--- config.mk ---
export PLATFORM = sky130hd
export DESIGN_NAME = dma_chain_ctrl
export DESIGN_NICKNAME = d
export VERILOG_FILES = /design/src/rtl/dma_chain_pkg.sv /design/src/rtl/dma_desc_fetch.sv /design/src/rtl/dma_xfer_track.sv /design/src/rtl/dma_chain_ctrl.sv
export SDC_FILE = /design/constraint.sdc
export NUM_CORES = 1
export LEC_CHECK = 0
export BUFFER_PORTS_ARGS = -buffer_cell sky130_fd_sc_hd__clkbuf_2
export CAP_MARGIN = 20
export CORE_MARGIN = 1.5
export CORE_UTILIZATION = 51
export CTS_BUF_LIST = sky130_fd_sc_hd__clkbuf_16
export CTS_CLUSTER_DIAMETER = 80
export DETAILED_ROUTE_END_ITERATION = 8
export PLACE_DENSITY = 0.77
export SYNTH_ARGS = -nofsm -noshare
export SYNTH_HDL_FRONTEND = slang
export SYNTH_SLANG_ARGS = --single-unit
--- constraint.sdc ---
create_clock -name clk -period 2.1 [get_ports clk]
set_input_delay 0.42 -clock clk [delete_from_list [all_inputs] [get_ports clk]]
set_output_delay 0.42 -clock clk [all_outputs]
set_load 0.02 [all_outputs]
--- src/rtl/dma_chain_pkg.sv ---
// Shared definitions for the descriptor-chained DMA channel sequencer.
// Holds control-word bit positions, register select codes, the decoded
// control fields and the channel state encoding.
package dma_chain_pkg;

    localparam int WORD_W = 32;
    localparam int LEN_W  = 16;

    localparam int CW_EN     = 0;
    localparam int CW_LINK   = 1;
    localparam int CW_EOT_EN = 2;
    localparam int CW_EOB_EN = 3;
    localparam int CW_EOT_IE = 4;
    localparam int CW_EOB_IE = 5;
    localparam int CW_DSC_IE = 6;
    localparam int CW_LOCK   = 7;
    localparam int CW_LEN_LO = 16;

    localparam logic [1:0] SEL_CTRL = 2'd0;
    localparam logic [1:0] SEL_NEXT = 2'd1;
    localparam logic [1:0] SEL_BUF  = 2'd2;

    typedef enum logic [1:0] {
        ST_IDLE  = 2'd0,
        ST_RUN   = 2'd1,
        ST_DRAIN = 2'd2,
        ST_FETCH = 2'd3
    } chan_state_t;

    typedef struct packed {
        logic [LEN_W-1:0] len;
        logic             lock;
        logic             dsc_ie;
        logic             eob_ie;
        logic             eot_ie;
        logic             eob_en;
        logic             eot_en;
    } ctrl_t;

    // Split a raw control word into its named fields.
    function automatic ctrl_t unpack_ctrl(input logic [WORD_W-1:0] w);
        ctrl_t c;
        c.len    = w[CW_LEN_LO +: LEN_W];
        c.lock   = w[CW_LOCK];
        c.dsc_ie = w[CW_DSC_IE];
        c.eob_ie = w[CW_EOB_IE];
        c.eot_ie = w[CW_EOT_IE];
        c.eob_en = w[CW_EOB_EN];
        c.eot_en = w[CW_EOT_EN];
        return c;
    endfunction

endpackage

--- src/rtl/dma_desc_fetch.sv ---
// Descriptor fetch engine. On a start pulse it reads NWORDS consecutive
// 32-bit words from base, one request at a time. mem_req and mem_addr are
// held until mem_rvalid. The first three words are kept for the sequencer,
// and done pulses with the last response.
// Assumes: base is stable for the whole fetch; start is only raised while idle.
module dma_desc_fetch import dma_chain_pkg::*; #(
    parameter int AW     = 32,
    parameter int NWORDS = 4
) (
    input  logic              clk,
    input  logic              rst_n,
    input  logic              start,
    input  logic [AW-1:0]     base,
    output logic              mem_req,
    output logic [AW-1:0]     mem_addr,
    input  logic              mem_rvalid,
    input  logic [WORD_W-1:0] mem_rdata,
    output logic              done,
    output logic [WORD_W-1:0] w_next,
    output logic [WORD_W-1:0] w_buf,
    output logic [WORD_W-1:0] w_ctrl
);

    localparam int IDX_W = $clog2(NWORDS);
    localparam int KEEP  = 3;

    logic             busy_q;
    logic [IDX_W-1:0] idx_q;
    logic [WORD_W-1:0] keep_q [KEEP];

    assign mem_req  = busy_q;
    assign mem_addr = base + (AW'(idx_q) << 2);
    assign done     = busy_q && mem_rvalid && (idx_q == IDX_W'(NWORDS - 1));
    assign w_next   = keep_q[0];
    assign w_buf    = keep_q[1];
    assign w_ctrl   = keep_q[2];

    // Word sequencing: walk the index while the engine is busy.
    always_ff @(posedge clk) begin
        if (!rst_n) begin
            busy_q <= 1'b0;
            idx_q  <= '0;
        end else if (start && !busy_q) begin
            busy_q <= 1'b1;
            idx_q  <= '0;
        end else if (busy_q && mem_rvalid) begin
            if (idx_q == IDX_W'(NWORDS - 1)) busy_q <= 1'b0;
            else                             idx_q  <= idx_q + 1'b1;
        end
    end

    // One capture register per kept word.
    for (genvar k = 0; k < KEEP; k++) begin : g_keep
        always_ff @(posedge clk) begin
            if (!rst_n)                                          keep_q[k] <= '0;
            else if (busy_q && mem_rvalid && idx_q == IDX_W'(k)) keep_q[k] <= mem_rdata;
        end
    end


    addr_hold_chk: assert property (@(posedge clk) disable iff (!rst_n)
        (mem_req && !mem_rvalid) |=> (mem_req && $stable(mem_addr)));

endmodule

--- src/rtl/dma_xfer_track.sv ---
// Buffer progress tracker. Keeps the remaining byte count, the current
// buffer address and whether a data-mover burst is open. hit_zero flags
// the beat that uses up the byte count.
// Assumes: acks arrive only while the mover is requested; BW <= LW.
module dma_xfer_track #(
    parameter int AW = 32,
    parameter int LW = 16,
    parameter int BW = 4
) (
    input  logic          clk,
    input  logic          rst_n,
    input  logic          load_len,
    input  logic [LW-1:0] len_in,
    input  logic          load_addr,
    input  logic [AW-1:0] addr_in,
    input  logic          ack,
    input  logic [BW-1:0] bytes,
    input  logic          last,
    output logic [LW-1:0] len_q,
    output logic [AW-1:0] addr_q,
    output logic          burst_open,
    output logic          hit_zero
);

    logic [LW-1:0] step;

    assign step     = LW'(bytes);
    assign hit_zero = ack && (len_q != '0) && (step >= len_q);

    // Byte count: a load wins over a beat; the last beat clamps to zero.
    always_ff @(posedge clk) begin
        if (!rst_n)        len_q <= '0;
        else if (load_len) len_q <= len_in;
        else if (ack)      len_q <= hit_zero ? '0 : len_q - step;
    end

    // Buffer address: advances by the bytes of each accepted beat.
    always_ff @(posedge clk) begin
        if (!rst_n)         addr_q <= '0;
        else if (load_addr) addr_q <= addr_in;
        else if (ack)       addr_q <= addr_q + AW'(bytes);
    end

    // Burst tracking: open after a non-final beat, closed by the last one.
    always_ff @(posedge clk) begin
        if (!rst_n)   burst_open <= 1'b0;
        else if (ack) burst_open <= !last;
    end


    len_step_chk: assert property (@(posedge clk) disable iff (!rst_n)
        (ack && !load_len && !hit_zero) |=> (len_q == $past(len_q) - LW'($past(bytes))));


    len_zero_chk: assert property (@(posedge clk) disable iff (!rst_n)
        (ack && !load_len && hit_zero) |=> (len_q == '0));

endmodule

--- src/rtl/dma_chain_ctrl.sv ---
// Descriptor-chained DMA channel sequencer (top). Decodes the two command
// bits of the control word into freeze / run-and-stop / skip / run-and-link.
// It drives the data mover and the descriptor fetch engine, runs the
// drain-then-clear stop sequence, and pulses the three interrupts.
// Assumes: mv_ack only while mv_req is high; the memory answers every request.
module dma_chain_ctrl import dma_chain_pkg::*; #(
    parameter int AW         = 32,
    parameter int BW         = 4,
    parameter int DESC_WORDS = 4
) (
    input  logic              clk,
    input  logic              rst_n,
    input  logic              reg_wr,
    input  logic [1:0]        reg_sel,
    input  logic [WORD_W-1:0] reg_wdata,
    input  logic              xfer_req,
    input  logic              ep_end,
    output logic              mem_req,
    output logic [AW-1:0]     mem_addr,
    input  logic              mem_rvalid,
    input  logic [WORD_W-1:0] mem_rdata,
    output logic              mv_req,
    output logic [AW-1:0]     mv_addr,
    input  logic              mv_ack,
    input  logic [BW-1:0]     mv_bytes,
    input  logic              mv_last,
    output logic              fifo_drain,
    input  logic              fifo_empty,
    output logic              sts_en,
    output logic              sts_act,
    output logic [LEN_W-1:0]  remaining,
    output logic              irq_eot,
    output logic              irq_eob,
    output logic              irq_desc
);

    chan_state_t       state_q;
    logic              en_q, ln_q, stop_pend_q;
    ctrl_t             ctl_q;
    logic [AW-1:0]     ptr_q;
    logic              irq_eot_q, irq_eob_q, irq_desc_q;

    logic              acc_ok, wr_ctrl, wr_next, wr_buf, stop_wr;
    ctrl_t             wctl, dctl;
    logic              fetch_start, fetch_done;
    logic [WORD_W-1:0] d_next, d_buf, d_ctrl;
    logic              hit_zero, burst_open, open_after, need_hold, end_ev;
    logic [LEN_W-1:0]  len_cur;

    // Register-port decode: writes only while idle or running.
    always_comb begin
        acc_ok  = (state_q == ST_IDLE) || (state_q == ST_RUN);
        wr_ctrl = reg_wr && acc_ok && (reg_sel == SEL_CTRL);
        wr_next = reg_wr && acc_ok && (reg_sel == SEL_NEXT);
        wr_buf  = reg_wr && acc_ok && (reg_sel == SEL_BUF);
        wctl    = unpack_ctrl(reg_wdata);
        dctl    = unpack_ctrl(d_ctrl);
        stop_wr = wr_ctrl && (state_q == ST_RUN) && !reg_wdata[CW_EN];
    end

    // Transfer events: buffer end, burst-lock hold and fetch launch.
    always_comb begin
        end_ev      = (state_q == ST_RUN) &&
                      ((hit_zero && ctl_q.eob_en) || (ep_end && ctl_q.eot_en));
        open_after  = burst_open ? !(mv_ack && mv_last) : (mv_ack && !mv_last);
        need_hold   = ctl_q.lock && open_after;
        fetch_start = ((state_q == ST_IDLE) && !wr_ctrl && ln_q && xfer_req) ||
                      ((state_q == ST_RUN) && !stop_wr && !stop_pend_q && end_ev && ln_q);
    end

    dma_desc_fetch #(.AW(AW), .NWORDS(DESC_WORDS)) u_fetch (
        .clk        (clk),
        .rst_n      (rst_n),
        .start      (fetch_start),
        .base       (ptr_q),
        .mem_req    (mem_req),
        .mem_addr   (mem_addr),
        .mem_rvalid (mem_rvalid),
        .mem_rdata  (mem_rdata),
        .done       (fetch_done),
        .w_next     (d_next),
        .w_buf      (d_buf),
        .w_ctrl     (d_ctrl)
    );

    dma_xfer_track #(.AW(AW), .LW(LEN_W), .BW(BW)) u_track (
        .clk        (clk),
        .rst_n      (rst_n),
        .load_len   ((wr_ctrl && !stop_wr) || fetch_done),
        .len_in     (fetch_done ? dctl.len : wctl.len),
        .load_addr  (wr_buf || fetch_done),
        .addr_in    (fetch_done ? AW'(d_buf) : AW'(reg_wdata)),
        .ack        (mv_ack),
        .bytes      (mv_bytes),
        .last       (mv_last),
        .len_q      (len_cur),
        .addr_q     (mv_addr),
        .burst_open (burst_open),
        .hit_zero   (hit_zero)
    );

    // Channel sequencer: command decode, stop/drain, end handling, descriptor load.
    always_ff @(posedge clk) begin
        if (!rst_n) begin
            state_q     <= ST_IDLE;
            en_q        <= 1'b0;
            ln_q        <= 1'b0;
            stop_pend_q <= 1'b0;
            ctl_q       <= '0;
            ptr_q       <= '0;
            irq_eot_q   <= 1'b0;
            irq_eob_q   <= 1'b0;
            irq_desc_q  <= 1'b0;
        end else begin
            irq_eob_q  <= hit_zero && ctl_q.eob_ie;
            irq_eot_q  <= (state_q == ST_RUN) && ep_end && ctl_q.eot_en && ctl_q.eot_ie;
            irq_desc_q <= fetch_done && dctl.dsc_ie;
            if (wr_next) ptr_q <= AW'(reg_wdata);
            case (state_q)
                ST_IDLE: begin
                    if (wr_ctrl) begin
                        ctl_q   <= wctl;
                        en_q    <= reg_wdata[CW_EN];
                        ln_q    <= reg_wdata[CW_LINK];
                        state_q <= reg_wdata[CW_EN] ? ST_RUN : ST_IDLE;
                    end else if (fetch_start) begin
                        state_q <= ST_FETCH;
                    end
                end
                ST_RUN: begin
                    if (stop_wr) begin
                        ln_q <= reg_wdata[CW_LINK];
                        if (need_hold) stop_pend_q <= 1'b1;
                        else           state_q     <= ST_DRAIN;
                    end else begin
                        if (wr_ctrl) begin
                            ctl_q <= wctl;
                            ln_q  <= reg_wdata[CW_LINK];
                        end
                        if (stop_pend_q) begin
                            if (mv_ack && mv_last) begin
                                stop_pend_q <= 1'b0;
                                state_q     <= ST_DRAIN;
                            end
                        end else if (end_ev) begin
                            en_q    <= 1'b0;
                            state_q <= fetch_start ? ST_FETCH : ST_IDLE;
                        end
                    end
                end
                ST_DRAIN: begin
                    if (fifo_empty) begin
                        en_q    <= 1'b0;
                        state_q <= ST_IDLE;
                    end
                end
                ST_FETCH: begin
                    if (fetch_done) begin
                        ptr_q   <= AW'(d_next);
                        ctl_q   <= dctl;
                        en_q    <= d_ctrl[CW_EN];
                        ln_q    <= d_ctrl[CW_LINK];
                        state_q <= d_ctrl[CW_EN] ? ST_RUN : ST_IDLE;
                    end
                end
                default: state_q <= ST_IDLE;
            endcase
        end
    end

    // Output drive: mover request is gated by a pending stop unless a burst is open.
    always_comb begin
        mv_req     = (state_q == ST_RUN) && (len_cur != '0) &&
                     (stop_pend_q ? burst_open : (xfer_req || burst_open));
        fifo_drain = (state_q == ST_DRAIN);
        sts_en     = en_q;
        sts_act    = (state_q != ST_IDLE);
        remaining  = len_cur;
        irq_eot    = irq_eot_q;
        irq_eob    = irq_eob_q;
        irq_desc   = irq_desc_q;
    end


    frozen_move_chk: assert property (@(posedge clk) disable iff (!rst_n)
        !sts_en |-> !mv_req);


    drain_hold_chk: assert property (@(posedge clk) disable iff (!rst_n)
        (fifo_drain && !fifo_empty) |=> sts_en);


    eob_pulse_chk: assert property (@(posedge clk) disable iff (!rst_n)
        irq_eob |=> !irq_eob);


    desc_irq_chk: assert property (@(posedge clk) disable iff (!rst_n)
        irq_desc |-> $past(state_q == ST_FETCH));


    lock_hold_chk: assert property (@(posedge clk) disable iff (!rst_n)
        (state_q == ST_RUN && stop_pend_q && !(mv_ack && mv_last)) |=> !fifo_drain);

endmodule

* After elaboration in Yosys (flattened, before gate mapping)
Memory sizes are Yosys's and may differ from the RTL's. Cells that the tools add are included.
Operators by class: $add $sub $neg 4, order comparisons 1, equality and inequality tests 19, multiplexer cells 60, bitwise logic cells 5, reduce and logical (&&, ||, !) cells 66
Operator list (count):
- 32-bit two-way mux | 9
- 22-bit two-way mux | 3
- 22-bit one-hot mux with 3 select lines | 1
- 32-bit by 4-bit adder with 32-bit output | 2
- 16-bit two-way mux | 4
- 1-bit logical AND | 35
- 1-bit two-way mux | 30
- 2-bit two-way mux | 10
- 4-bit by 16-bit >= comparator with 1-bit output | 1
- 16-bit nonzero test | 1
- 16-bit by 4-bit subtractor with 16-bit output | 1
- 6-bit AND reduction | 2
- 2-bit equality test, second input constant | 5
- 2-bit inequality test, second input constant | 5
- 2-bit nonzero test | 5
- 4-bit inequality test, second input constant | 2
- 2-bit one-hot mux with 4 select lines | 1
- 2-bit AND reduction | 4
- 1-bit logical NOT | 7
- 2-bit by 1-bit equality test with 1-bit output, second input constant | 3
- 2-bit logical NOT | 3
- 1-bit logical OR | 6
- 3-bit inequality test, second input constant | 2
- 2-bit by 1-bit inequality test with 1-bit output, second input constant | 2
- other kinds (8) | 11
Storage, ports and cells: bits in registers 114, memory bits (writable) 96, input bits 79, word-level logic and storage cells 176, memories 1
Memories:
- u_fetch.keep_q | depth 3, width 32, rd ports 3, clocked after Yosys merged registers in 0, wr ports 3, RTL line dma_desc_fetch.sv:29 | logic [WORD_W-1:0] keep_q [KEEP];

* Depth between registers and ports, before layout
word-level depth 17, mapped depth 11, gate-level depth less buffers 10

* Hierarchy
From an unflattened synthesis, not the netlist that was laid out.
Second synthesis, totals: cells, all modules 1038, area, all modules 10242.3 sq um
Modules (own cells, without submodules):
- dma_desc_fetch | instances 1, cells each 317, area an instance 4404.2 sq um
- dma_xfer_track | instances 1, cells each 378, area an instance 3052.9 sq um
- dma_chain_ctrl | instances 1, cells each 343, area an instance 2785.2 sq um

* Worst setup path after synthesis
OpenSTA, ideal clock, no wires.
path kind register to register, from register u_track.addr_q[0], to register u_track.addr_q[28], arrival time 2.133 ns, data required time 1.965 ns, path slack -0.168 ns, stages on the path, launching flop included 10, path buffers 0, period minus slack after synthesis 2.268 ns, path through dfxtp_1 ha_1 inv_1 fa_1 nor2b_1 o31a_1 nand4_2 nor4_2 mux2i_1 a211oi_1
On the way: longest elaborated chain between the ends 3
RTL lines:
- start: declaration | RTL line dma_xfer_track.sv:20 | output logic [AW-1:0] addr_q,
- start signal: assignment | RTL line dma_xfer_track.sv:40 | else if (load_addr) addr_q <= addr_in;
- start signal: assignment | RTL line dma_xfer_track.sv:41 | else if (ack) addr_q <= addr_q + AW'(bytes);
- 32-bit by 4-bit adder with 32-bit output | RTL line dma_xfer_track.sv:41
- 32-bit two-way mux | RTL line dma_xfer_track.sv:41
- 32-bit two-way mux | RTL line dma_xfer_track.sv:40
Every way passes these cells. The select of a mux whose other input is x is not followed. A chain may end at the register's enable or synchronous reset.

* Worst setup path in the final report
from register u_fetch.idx_q[0], to output mem_addr[24]
On the way: longest elaborated chain between the ends 1
RTL lines:
- start: declaration | RTL line dma_desc_fetch.sv:28 | logic [IDX_W-1:0] idx_q;
- start signal: assignment | RTL line dma_desc_fetch.sv:48 | else idx_q <= idx_q + 1'b1;
- 32-bit by 4-bit adder with 32-bit output | RTL line dma_desc_fetch.sv:32 | assign mem_addr = base + (AW'(idx_q) << 2);
- end: declaration | RTL line dma_chain_ctrl.sv:19 | output logic [AW-1:0] mem_addr,
Every way passes these cells.

==> flow_summary.toml <==
[floorplanning]
rows = 50
fp.dieH_um = 142.5
ios = 167
core_um2 = 18890
die-area_um2 = 20300
initial_core_util_pct = 52.52
fp.dieW_um = 142.5

[routing]
routed_via_density = 5.956
totalWireLength_mm = 32.73
first_iter_violations = 1027
drt-wirelength-per-cell_um = 20.47
first_pass_iters = 6
antenna_left = 0
route.vias.total = 9523
drc = 0

[synth]
synth_edf_count = 88
async_flop_share_pct = 0
yosys-top-cells-area = "edfxtp_1 (27%), dfxtp_1 (20%), and2_1 (6.1%)"
yosysTopAreaCell = "edfxtp_1"
synth_commonest_cells = "nor2_1 (115), dfxtp_1 (97), and2_1 (96), edfxtp_1 (88), nand2_1 (86)"
syn_inst = 1054
syn_avg_cell_area_um2 = 9.414
seq_area_frac_synth_pct = 46.20
ys_ff_latch = 185
synthDistinctLibCells = 73
synth-main-ff-cell = "dfxtp_1"
synth_nets = 1150
synth.top_cell.area_share_pct = 26.63
synth.most_common_cell = "nor2_1"
netlist_area_um2 = 9922
yosysWarningCount = 0

[finish]
final_core_util_pct = 71.28
syn2layout_area_growth_pct = 35.73
stdcell_count = 1599
n_antenna_cell = 0
drive_gt1_share_pct = 36.74
final_nets = 1422

[cts]
clkTransAtPathRegs_ps = 80
root_buffer = "clkbuf_16"
htreeDepth = 4
worstSkewPairLatency_ps = 440
clock_path_buffers = 2
cts_tree = "yes"
cts_sinks = 185
cts_buffers = 17

[grt]
grt_pass1_vias = 8929
grt_max_degree = 65
grt_util_all_layers_pct = 31.58
grt_pass1_wl_mm = 48.80
globalRouteOverflowTotal = 0
grt_antenna_before_repair = 0

[worst_setup_path]
reg2reg_from = "u_track.addr_q[0]$_SDFFE_PN0P_"
start_kind = "register"
cp_common_cell = "nand3_2"
end_kind = "output pin"
cp.arrival_ps = 2200
worstPathCellList = "ha_4 > fa_2 > nand3_2 > nor2_4 > buf_12 > buf_4 > nand3_2 > xnor2_2 > clkbuf_8"
worst-path-max-fanout = 5
cp_slowest_cell = "fa_2"
required_ps = 1680
slowest_delay_ps = 420
cp-startpoint = "u_fetch.idx_q[0]$_SDFFE_PP0P_"
path_class = "reg -> out"
reg2regPathDepth = 9

[placement]
dp_cells = 1546
gp_congestion = 0.9678
portBuffers = 166
hpwl_mm = 22.69

[min_path]
hold_depth = 3
hp-start = "ep_end"
hold_class = "in -> reg"

[outcome]
violations = "setup timing"
outcome = "complete, but fails checks"

[timing]
slew_headroom_pct = 35.57
clock.fmax_ghz = 0.3818
rsz0062_at_grt = "yes"
post-route-min-period_ps = 2620
setup_slack_ps = -519.5
hold_viol = 0
setup_viol = 40
finalCritPeriodShare_pct = 124.7
tightest_slew_ps = 966.5
finalClockSkew_ps = 9.184
maxSlewViolCount = 0

[power_and_ir_drop]
p_per_area_nw_per_um2 = 796.1
p_total_mw = 10.72
vdd_ir_drop_max_v = 0.0006050
power.leakage_nw = 5.567

[job]
max-cap-violations = 0
==> worst max-delay path: cells and delay by family (launching register included) <==
kind                       cells  cell delay, ps
and+or+nand+nor                3             250
buffers and inverters          3             450
xor gates and xnor gates       1             120
adders and majority gates      2             590
DFF                            1             340
==> cell type report <==
type,instances,area [um2]
Inverter,21,78.83
Multi-Input combinational cell,783,5642
Sequential cell,185,4604
Clock inverter,15,158.9
Tap cell,260,325.3
Fill cell,1406,5426
Clock buffer,17,425.4
Timing Repair Buffer,318,2232
==> worst paths after layout <==
| kind | end | slack (ps) |
|---|---|---|
| worst min-delay path | irq_eot$_SDFF_PN0_ | 230 |
| worst max-delay path | mem_addr[24] | -520 |
| worst min register to register | irq_eot$_SDFF_PN0_ | 460 |
| worst max register to register | u_track.addr_q[26]$_SDFFE_PN0P_ | -200 |
==> where the power goes <==
| part | switching (mW) | internal (mW) | total [mW] | leakage, nW |
|---|---|---|---|---|
| registers | 0.274 | 4.07 | 4.34 | 1.71 |
| logic | 1.72 | 1.43 | 3.15 | 3.59 |
| clock network | 1.54 | 1.68 | 3.23 | 0.275 |
| total | 3.54 | 7.18 | 10.7 | 5.57 |
==> state kept, by name (all words and copies together), names as in the netlist <==
name and flops:
ctl_q 5, irq_desc 1, irq_eob 1, irq_eot 1, ln_q 1, ptr_q 32
state_q 2, stop_pend_q 1, sts_en 1, u_fetch.idx_q 2, u_fetch.keep_q 88, u_fetch.mem_req 1
u_track.addr_q 32, u_track.burst_open 1, u_track.len_q 16
==> cells in the final DEF (no fill, tap or decap), types with 16 or more instances in the layout <==
cell type / count
mux2i_1: 36
a211oi_1: 39
inv_1: 17
clkbuf_2: 136
dfxtp_1: 85
xnor2_1: 28
and3_1: 16
nand2_1: 74
edfxtp_1: 88
nand3_1: 33
nor3_1: 23
a21oi_1: 54
and2_1: 94
buf_4: 153
o21ai_0: 23
nor2_1: 104
clkbuf_16: 17
buf_6: 16
==> routing by layer <==
metal  GRT usage (%)  routed length [um]
met3           6.494                2869
met5               0                   0
met4           11.07                 957
met2           50.74               15340
met1           42.38               13560
==> timing repair <==
action,in CTS,in global routing
setup buffers,13,15
resized for setup,102,113
pin swaps,47,46
endpoints found under the hold margin,0,0
hold buffers,0,0
endpoints found under the setup margin,62,68
==> per-stage QoR <==
stage	hold slack [ps]	area, um2	worst slack [ps]	setup TNS (ps)
2_1_floorplan	414.6	9985	-52.73	-133.1
3_3_place_gp	456.5	11920	-355.7	-10330
3_5_place_dp	454.3	11920	-434.6	-13270
4_1_cts	225.4	12990	-469.0	-10100
5_1_grt	223.3	13470	-586.3	-14140
6_report	231.8	13470	-519.5	-10940
==> kinds of logic (layout without fill, tap and decap cells) <==
logic type,Yosys count,count (layout),synth area share [%]
simple gates,461,461,24.53
compound gates,217,217,14.99
flops,185,185,46.20
buf+inv,86,371,3.682
xor+xnor,52,52,4.590
mux,36,36,3.632
fa+ha+maj,17,17,2.371
(Power assumes the default switching activity.)
